$ cat config.mk
export PLATFORM = sky130hd
export DESIGN_NAME = lbus_ctrl
export DESIGN_NICKNAME = d
export VERILOG_FILES = /design/src/rtl/lbus_pkg.sv /design/src/rtl/lbus_ctrl_fsm.sv /design/src/rtl/lbus_ctrl_dp.sv /design/src/rtl/lbus_ctrl.sv
export SDC_FILE = /design/constraint.sdc
export NUM_CORES = 1
export LEC_CHECK = 0
export BUFFER_PORTS_ARGS = -buffer_cell sky130_fd_sc_hd__buf_2
export CAP_MARGIN = 10
export CORE_ASPECT_RATIO = 1.5
export CORE_MARGIN = 10
export CORE_UTILIZATION = 46
export CTS_CLUSTER_SIZE = 8
export DETAILED_ROUTE_END_ITERATION = 8
export PLACE_DENSITY_LB_ADDON = 0.3
export SYNTH_ARGS = -nofsm -noshare
export SYNTH_HDL_FRONTEND = slang
export SYNTH_SLANG_ARGS = --single-unit
$ cat constraint.sdc
create_clock -name clk -period 2.5 [get_ports clk]
set_input_delay 0.25 -clock clk [delete_from_list [all_inputs] [get_ports clk]]
set_output_delay 0.25 -clock clk [all_outputs]
set_load 0.01 [all_outputs]
$ cat src/rtl/lbus_pkg.sv
package lbus_pkg;

  typedef enum logic [1:0] {
    ST_IDLE   = 2'd0,
    ST_STROBE = 2'd1,
    ST_HOLD   = 2'd2
  } lbusState_t;

  // strobes from control to datapath
  typedef struct packed {
    logic load;    // capture request fields at this edge
    logic strobe;  // strobe phase active
    logic hold;    // hold clock active
    logic finish;  // strobe phase ends at this edge
  } lbusCtl_t;

  localparam int unsigned NUM_CS = 3;

endpackage

$ cat src/rtl/lbus_ctrl_fsm.sv
module lbus_ctrl_fsm
  import lbus_pkg::*;
#(
  parameter int unsigned WAIT_W = 4
) (
  input  logic              clk,
  input  logic              rstN,
  input  logic              reqValid,
  input  logic              busRdy,
  input  logic [WAIT_W-1:0] waitStates,
  output logic              reqReady,
  output lbusCtl_t          ctl
);

  lbusState_t        state;
  lbusState_t        stateNext;
  logic [WAIT_W-1:0] waitCnt;
  logic              cntZero;
  logic              finish;
  logic              accept;

  assign cntZero  = (waitCnt == '0);
  assign reqReady = (state != ST_STROBE);
  assign accept   = reqReady && reqValid;
  assign finish   = (state == ST_STROBE) && cntZero && busRdy;

  always_comb begin
    stateNext = state;
    unique case (state)
      ST_IDLE, ST_HOLD: stateNext = accept ? ST_STROBE : ST_IDLE;
      ST_STROBE:        stateNext = finish ? ST_HOLD : ST_STROBE;
      default:          stateNext = ST_IDLE;
    endcase
  end

  always_ff @(posedge clk or negedge rstN) begin
    if (!rstN) begin
      state   <= ST_IDLE;
      waitCnt <= '0;
    end else begin
      state <= stateNext;
      if (accept) begin
        waitCnt <= waitStates;
      end else if (state == ST_STROBE && !cntZero) begin
        waitCnt <= waitCnt - 1'b1;
      end
    end
  end

  always_comb begin
    ctl        = '0;
    ctl.load   = accept;
    ctl.strobe = (state == ST_STROBE);
    ctl.hold   = (state == ST_HOLD);
    ctl.finish = finish;
  end

  // after the wait states are used up, low ready keeps the strobe phase going
  a_r6_wait_on_ready : assert property (@(posedge clk) disable iff (!rstN)
    (state == ST_STROBE && cntZero && !busRdy) |=> (state == ST_STROBE));

  // each wait state adds exactly one clock
  a_r5_count_down : assert property (@(posedge clk) disable iff (!rstN)
    (state == ST_STROBE && !cntZero) |=> (state == ST_STROBE && waitCnt == $past(waitCnt) - 1'b1));

  // the hold phase lasts exactly one clock
  a_r8_single_hold : assert property (@(posedge clk) disable iff (!rstN)
    (state == ST_HOLD) |=> (state != ST_HOLD));

  // the strobe phase is always followed by hold
  a_r5_strobe_to_hold : assert property (@(posedge clk) disable iff (!rstN)
    (state == ST_STROBE && stateNext != ST_STROBE) |=> (state == ST_HOLD));

endmodule

$ cat src/rtl/lbus_ctrl_dp.sv
module lbus_ctrl_dp
  import lbus_pkg::*;
#(
  parameter int unsigned ADDR_W = 16,
  parameter int unsigned DATA_W = 16
) (
  input  logic                  clk,
  input  logic                  rstN,
  input  lbusCtl_t              ctl,
  input  logic                  reqWrite,
  input  logic [1:0]            reqRegion,
  input  logic [ADDR_W-1:0]     reqAddr,
  input  logic [DATA_W-1:0]     reqWdata,
  input  logic [DATA_W/8-1:0]   reqByteEn,
  input  logic [DATA_W-1:0]     busDataIn,
  output logic [ADDR_W-1:0]     busAddr,
  output logic [DATA_W-1:0]     busDataOut,
  output logic                  busDataOe,
  output logic                  busOeN,
  output logic [DATA_W/8-1:0]   busWeN,
  output logic [NUM_CS-1:0]     csN,
  output logic                  rspValid,
  output logic [DATA_W-1:0]     rspRdata
);

  localparam int unsigned NBYTE = DATA_W / 8;

  logic [ADDR_W-1:0] addrQ;
  logic [DATA_W-1:0] dataQ;
  logic [DATA_W-1:0] rdataQ;
  logic [NBYTE-1:0]  beQ;
  logic [1:0]        regionQ;
  logic              writeQ;
  logic              rspQ;
  logic              cycActive;
  logic [NBYTE-1:0]  weLow;
  logic              weAny;

  always_ff @(posedge clk or negedge rstN) begin
    if (!rstN) begin
      addrQ   <= '0;
      dataQ   <= '0;
      beQ     <= '0;
      regionQ <= '0;
      writeQ  <= 1'b0;
      rdataQ  <= '0;
      rspQ    <= 1'b0;
    end else begin
      if (ctl.load) begin
        addrQ   <= reqAddr;
        dataQ   <= reqWdata;
        beQ     <= reqByteEn;
        regionQ <= reqRegion;
        writeQ  <= reqWrite;
      end
      if (ctl.finish && !writeQ) begin
        rdataQ <= busDataIn;
      end
      rspQ <= ctl.finish;
    end
  end

  assign cycActive  = ctl.strobe || ctl.hold;
  assign busAddr    = addrQ;
  assign busDataOut = dataQ;
  assign busDataOe  = cycActive && writeQ;
  assign busOeN     = !(ctl.strobe && !writeQ);
  assign rspValid   = rspQ;
  assign rspRdata   = rdataQ;

  // byte strobes: armed on the falling edge, dropped with the strobe phase
  for (genvar b = 0; b < NBYTE; b++) begin : g_strobe
    always_ff @(negedge clk or negedge rstN) begin
      if (!rstN) begin
        weLow[b] <= 1'b0;
      end else begin
        weLow[b] <= ctl.strobe && writeQ && beQ[b];
      end
    end
    assign busWeN[b] = !(weLow[b] && ctl.strobe);
  end

  for (genvar i = 0; i < NUM_CS; i++) begin : g_cs
    assign csN[i] = !(cycActive && (regionQ == 2'(i)));
  end

  assign weAny = !(&busWeN);

  // never two devices selected
  a_r2_cs_onehot0 : assert property (@(posedge clk) disable iff (!rstN)
    $onehot0(~csN));

  // address and select stay put while a strobe is low
  a_r4_addr_stable : assert property (@(posedge clk) disable iff (!rstN)
    (weAny && $past(weAny)) |-> ($stable(busAddr) && $stable(csN)));

  // reads never strobe
  a_r7_read_no_we : assert property (@(posedge clk) disable iff (!rstN)
    !busOeN |-> ((&busWeN) && !busDataOe));

  // strobes are released while the response is shown
  a_r5_released_on_rsp : assert property (@(posedge clk) disable iff (!rstN)
    rspValid |-> ((&busWeN) && busOeN));

endmodule

$ cat src/rtl/lbus_ctrl.sv
module lbus_ctrl
  import lbus_pkg::*;
#(
  parameter int unsigned ADDR_W = 16,
  parameter int unsigned DATA_W = 16,
  parameter int unsigned WAIT_W = 4
) (
  input  logic                clk,
  input  logic                rstN,
  input  logic                reqValid,
  input  logic                reqWrite,
  input  logic [1:0]          reqRegion,
  input  logic [ADDR_W-1:0]   reqAddr,
  input  logic [DATA_W-1:0]   reqWdata,
  input  logic [DATA_W/8-1:0] reqByteEn,
  input  logic [WAIT_W-1:0]   waitStates,
  output logic                reqReady,
  output logic                rspValid,
  output logic [DATA_W-1:0]   rspRdata,
  output logic                busClk,
  output logic [ADDR_W-1:0]   busAddr,
  output logic [DATA_W-1:0]   busDataOut,
  output logic                busDataOe,
  input  logic [DATA_W-1:0]   busDataIn,
  output logic                busOeN,
  output logic [DATA_W/8-1:0] busWeN,
  output logic                ramCsN,
  output logic                romCsN,
  output logic                auxCsN,
  input  logic                busRdy
);

  lbusCtl_t          ctl;
  logic [NUM_CS-1:0] csN;

  assign busClk = clk;

  lbus_ctrl_fsm #(.WAIT_W(WAIT_W)) u_fsm (
    .clk        (clk),
    .rstN       (rstN),
    .reqValid   (reqValid),
    .busRdy     (busRdy),
    .waitStates (waitStates),
    .reqReady   (reqReady),
    .ctl        (ctl)
  );

  lbus_ctrl_dp #(.ADDR_W(ADDR_W), .DATA_W(DATA_W)) u_dp (
    .clk        (clk),
    .rstN       (rstN),
    .ctl        (ctl),
    .reqWrite   (reqWrite),
    .reqRegion  (reqRegion),
    .reqAddr    (reqAddr),
    .reqWdata   (reqWdata),
    .reqByteEn  (reqByteEn),
    .busDataIn  (busDataIn),
    .busAddr    (busAddr),
    .busDataOut (busDataOut),
    .busDataOe  (busDataOe),
    .busOeN     (busOeN),
    .busWeN     (busWeN),
    .csN        (csN),
    .rspValid   (rspValid),
    .rspRdata   (rspRdata)
  );

  assign ramCsN = csN[0];
  assign romCsN = csN[1];
  assign auxCsN = csN[2];

endmodule

==> summary.txt <==
Timing
  – Setup TNS Final: -5.03 ps
  – Max-slew violation count: 0
  – Final hold vios: 0
  – Slew headroom: 70.3%
  – Finish-stage setup viols: 1
  – Unrepaired setup endpoints after global routing: yes
  – PnR worst setup slack: -5.03 ps
  – Max Clock Skew: 8.01 ps
  – Worst-margin pin slew: 444 ps

Floorplanning
  – Die width: 80.6 µm
  – CORE AREA: 5410 µm²
  – # IOs: 119
  – Starting Density: 46.9%
  – Area of the die: 8940 µm²
  – Row cnt: 33
  – Vert. Die Dim: 111 µm

Yosys
  – Yosys warns: 0
  – Post-synth ARST share: 100%
  – Synthesized instance count: 170
  – Post-synth top area share: 59.2%
  – Flops & latches, synth: 62
  – Register area share after synthesis: 61.2%
  – Cell accounting for the most synthesized area: dfrtp_1
  – Mapped Avg Cell Area: 14.9 µm²
  – Post-synth cell types: 35
  – Syn nets: 237
  – Synth top area cells: dfrtp_1 59%, mux2_2 24%, ha_1 3.0%
  – Mapped cell area: 2530 µm²
  – Number of enable flip-flop cells after synthesis: 0
  – Top FF cell, synth: dfrtp_1

Job
  – Max cap viols: 0

Detailed routing
  – Final wirelength: 6220 µm
  – Via/cell ratio: 4.97
  – 1st-iter DRT viols: 49
  – Residual DRC: 0
  – Total number of vias: 1,864
  – Routed Antenna Nets: 0
  – DR pass1 iterations: 2
  – WL/cell: 16.6 µm

Global route
  – Number of global-route vias before repair: 2,077
  – First-pass GRT wire length: 9730 µm
  – Overall routing resource usage: 14.1%
  – GRT Residual Overflow: 0
  – Antenna violations before repair: 0
  – Pin count of the biggest net entering global routing: 32

Power
  – Pleak: 1.76 nW
  – Psw: 1.44 mW
  – Cell Int Power: 2.92 mW
  – Power density over the cells: 1260 nW/µm²
  – Clock network power share: 21.2%
  – Sw frac: 33.0%
  – VDD IR max: 586 µV
  – Tot Pwr: 4.36 mW
  – Comb pwr share: 38.8%
  – Sequential Power Share: 39.9%

Cells and area
  – Final Instance Count excl. Fillers: 375
  – Ant. Diodes: 0
  – Commonest non-fill, non-tap cell in the layout: buf_2
  – Area growth from synthesis to layout: 36.1%
  – Final #Nets: 369
  – Final core occ: 63.8%
  – Commonest cells after routing, fill and taps aside: 118 x buf_2, 60 x dfrtp_1, 54 x mux2_2, 15 x clkbuf_8
  – Layout cell share with drive strength beyond 1: 66.2%

Critical path
  – WS Path Type: reg2out
  – CP arrival: 2260 ps
  – Critical path startpoint category: register
  – CP Max Fanout: 1
  – Worst Setup End Kind: output port
  – Critical Path RT: 2250 ps

Clock network
  – CTS tree: done
  – Clock latency on the worst-skew pair: 430 ps
  – Clock transition at path regs: 70 ps
  – Post-cts resize count: 0

Place
  – Cells after DPL: 357
  – Hpwl dp: 4950 µm
  – Pre-CTS WS: 283 ps
  – Routability cong.: 0.742
  – IO buf count: 118

Run status
  – Status: complete, but fails checks
  – Failing checks: negative setup slack

Min path
  – Min-Delay Path Class: in2reg
## worst paths after layout
| path | from | endpoint | slack, ps | cells after the start |
|---|---|---|---|---|
| worst max-delay path | u_dp.weLow[0] | busWeN[0] | -5 | 2 |
| worst min-delay path | reqAddr[5] | u_dp.busAddr[5] | 50 | 2 |
| worst max register to register | u_fsm.state[1] | u_dp.weLow[0] | 270 | 3 |
| worst min register to register | u_dp.busAddr[7] | u_dp.busAddr[7] | 500 | 1 |
| max in group asynchronous | rstN | u_dp.weLow[0] | 1080 | 2 |
| min in group asynchronous | rstN | u_dp.beQ[0] | 410 | 3 |
## metrics by stage
| step | hold WS, ps | instance area [µm²] |
|---|---|---|
| final | 45.1 | 3450 |
| after floorplan | -45.6 | 2530 |
| after CTS | 28.2 | 3450 |
| after global routing | 15.7 | 3450 |
| after detailed placement | 344 | 3220 |
| after global placement | 338 | 3220 |
## synthesized netlist by cell type (2+ instances only)
cell,n
and3_1,2
buf_1,2
buf_2,3
dfrtn_1,2
dfrtp_1,60
ha_1,6
inv_1,7
mux2_2,54
nand2_1,4
nand3b_1,2
nor2_1,3
o21ai_0,2
## final cells by class
cell class	count	area [µm²]
Clock buffer	17	215
Clock inverter	1	5.00
Fill cell	463	1960
Inverter	7	26.3
Multi-Input combinational cell	93	916
Sequential cell	62	1550
Tap cell	70	87.6
Timing Repair Buffer	125	648
## worst max-delay path: stages, from the launching register on
cell and delay (ps):
dfrtn_1 390, nand2_1 50, buf_2 130
## state kept, by name (all words and copies together), names as in the netlist
signal and cells:
u_dp.busAddr 16, u_dp.busDataOut 16, u_dp.rspRdata 16, u_fsm.waitCnt 4, u_dp.beQ 2, u_dp.regionQ 2
u_dp.weLow 2, u_fsm.state 2, u_dp.rspValid 1, u_dp.writeQ 1
## timing repair
action,CTS,global route
hold buffers,1,0
hold endpoints to repair,60,0
buffers inserted,0,0
endpoints found under the setup margin,2,2
pin swaps,1,1
## cell families after synthesis
group	after synthesis	share of synthesized area [%]
AO/OA/AOI/OAI	10	3.01
adder cells (fa/ha/maj)	6	2.96
buffers and inverters	15	2.96
flip-flops	62	61.2
multiplexers	55	24.4
AND/OR/NAND/NOR	22	5.48
## power groups by stage
stage,combinational [mW],sequential (mW),clock (mW)
2_1_floorplan,0.809,1.92,0.0330
3_3_place_gp,1.70,1.74,0.0242
3_5_place_dp,1.73,1.76,0.0242
4_1_cts,1.74,1.74,0.955
5_1_grt,1.85,1.80,1.01
6_report,1.69,1.74,0.925
## metal layers
layer	vias to the layer above	track usage [%]	share of wire [%]
met5	-	0	0
met1	923	13.0	35
met4	0	6.37	1.9
met3	12	8.28	9.9
met2	71	23.8	53
li1	858	-	-
(Power assumes the default switching activity.)
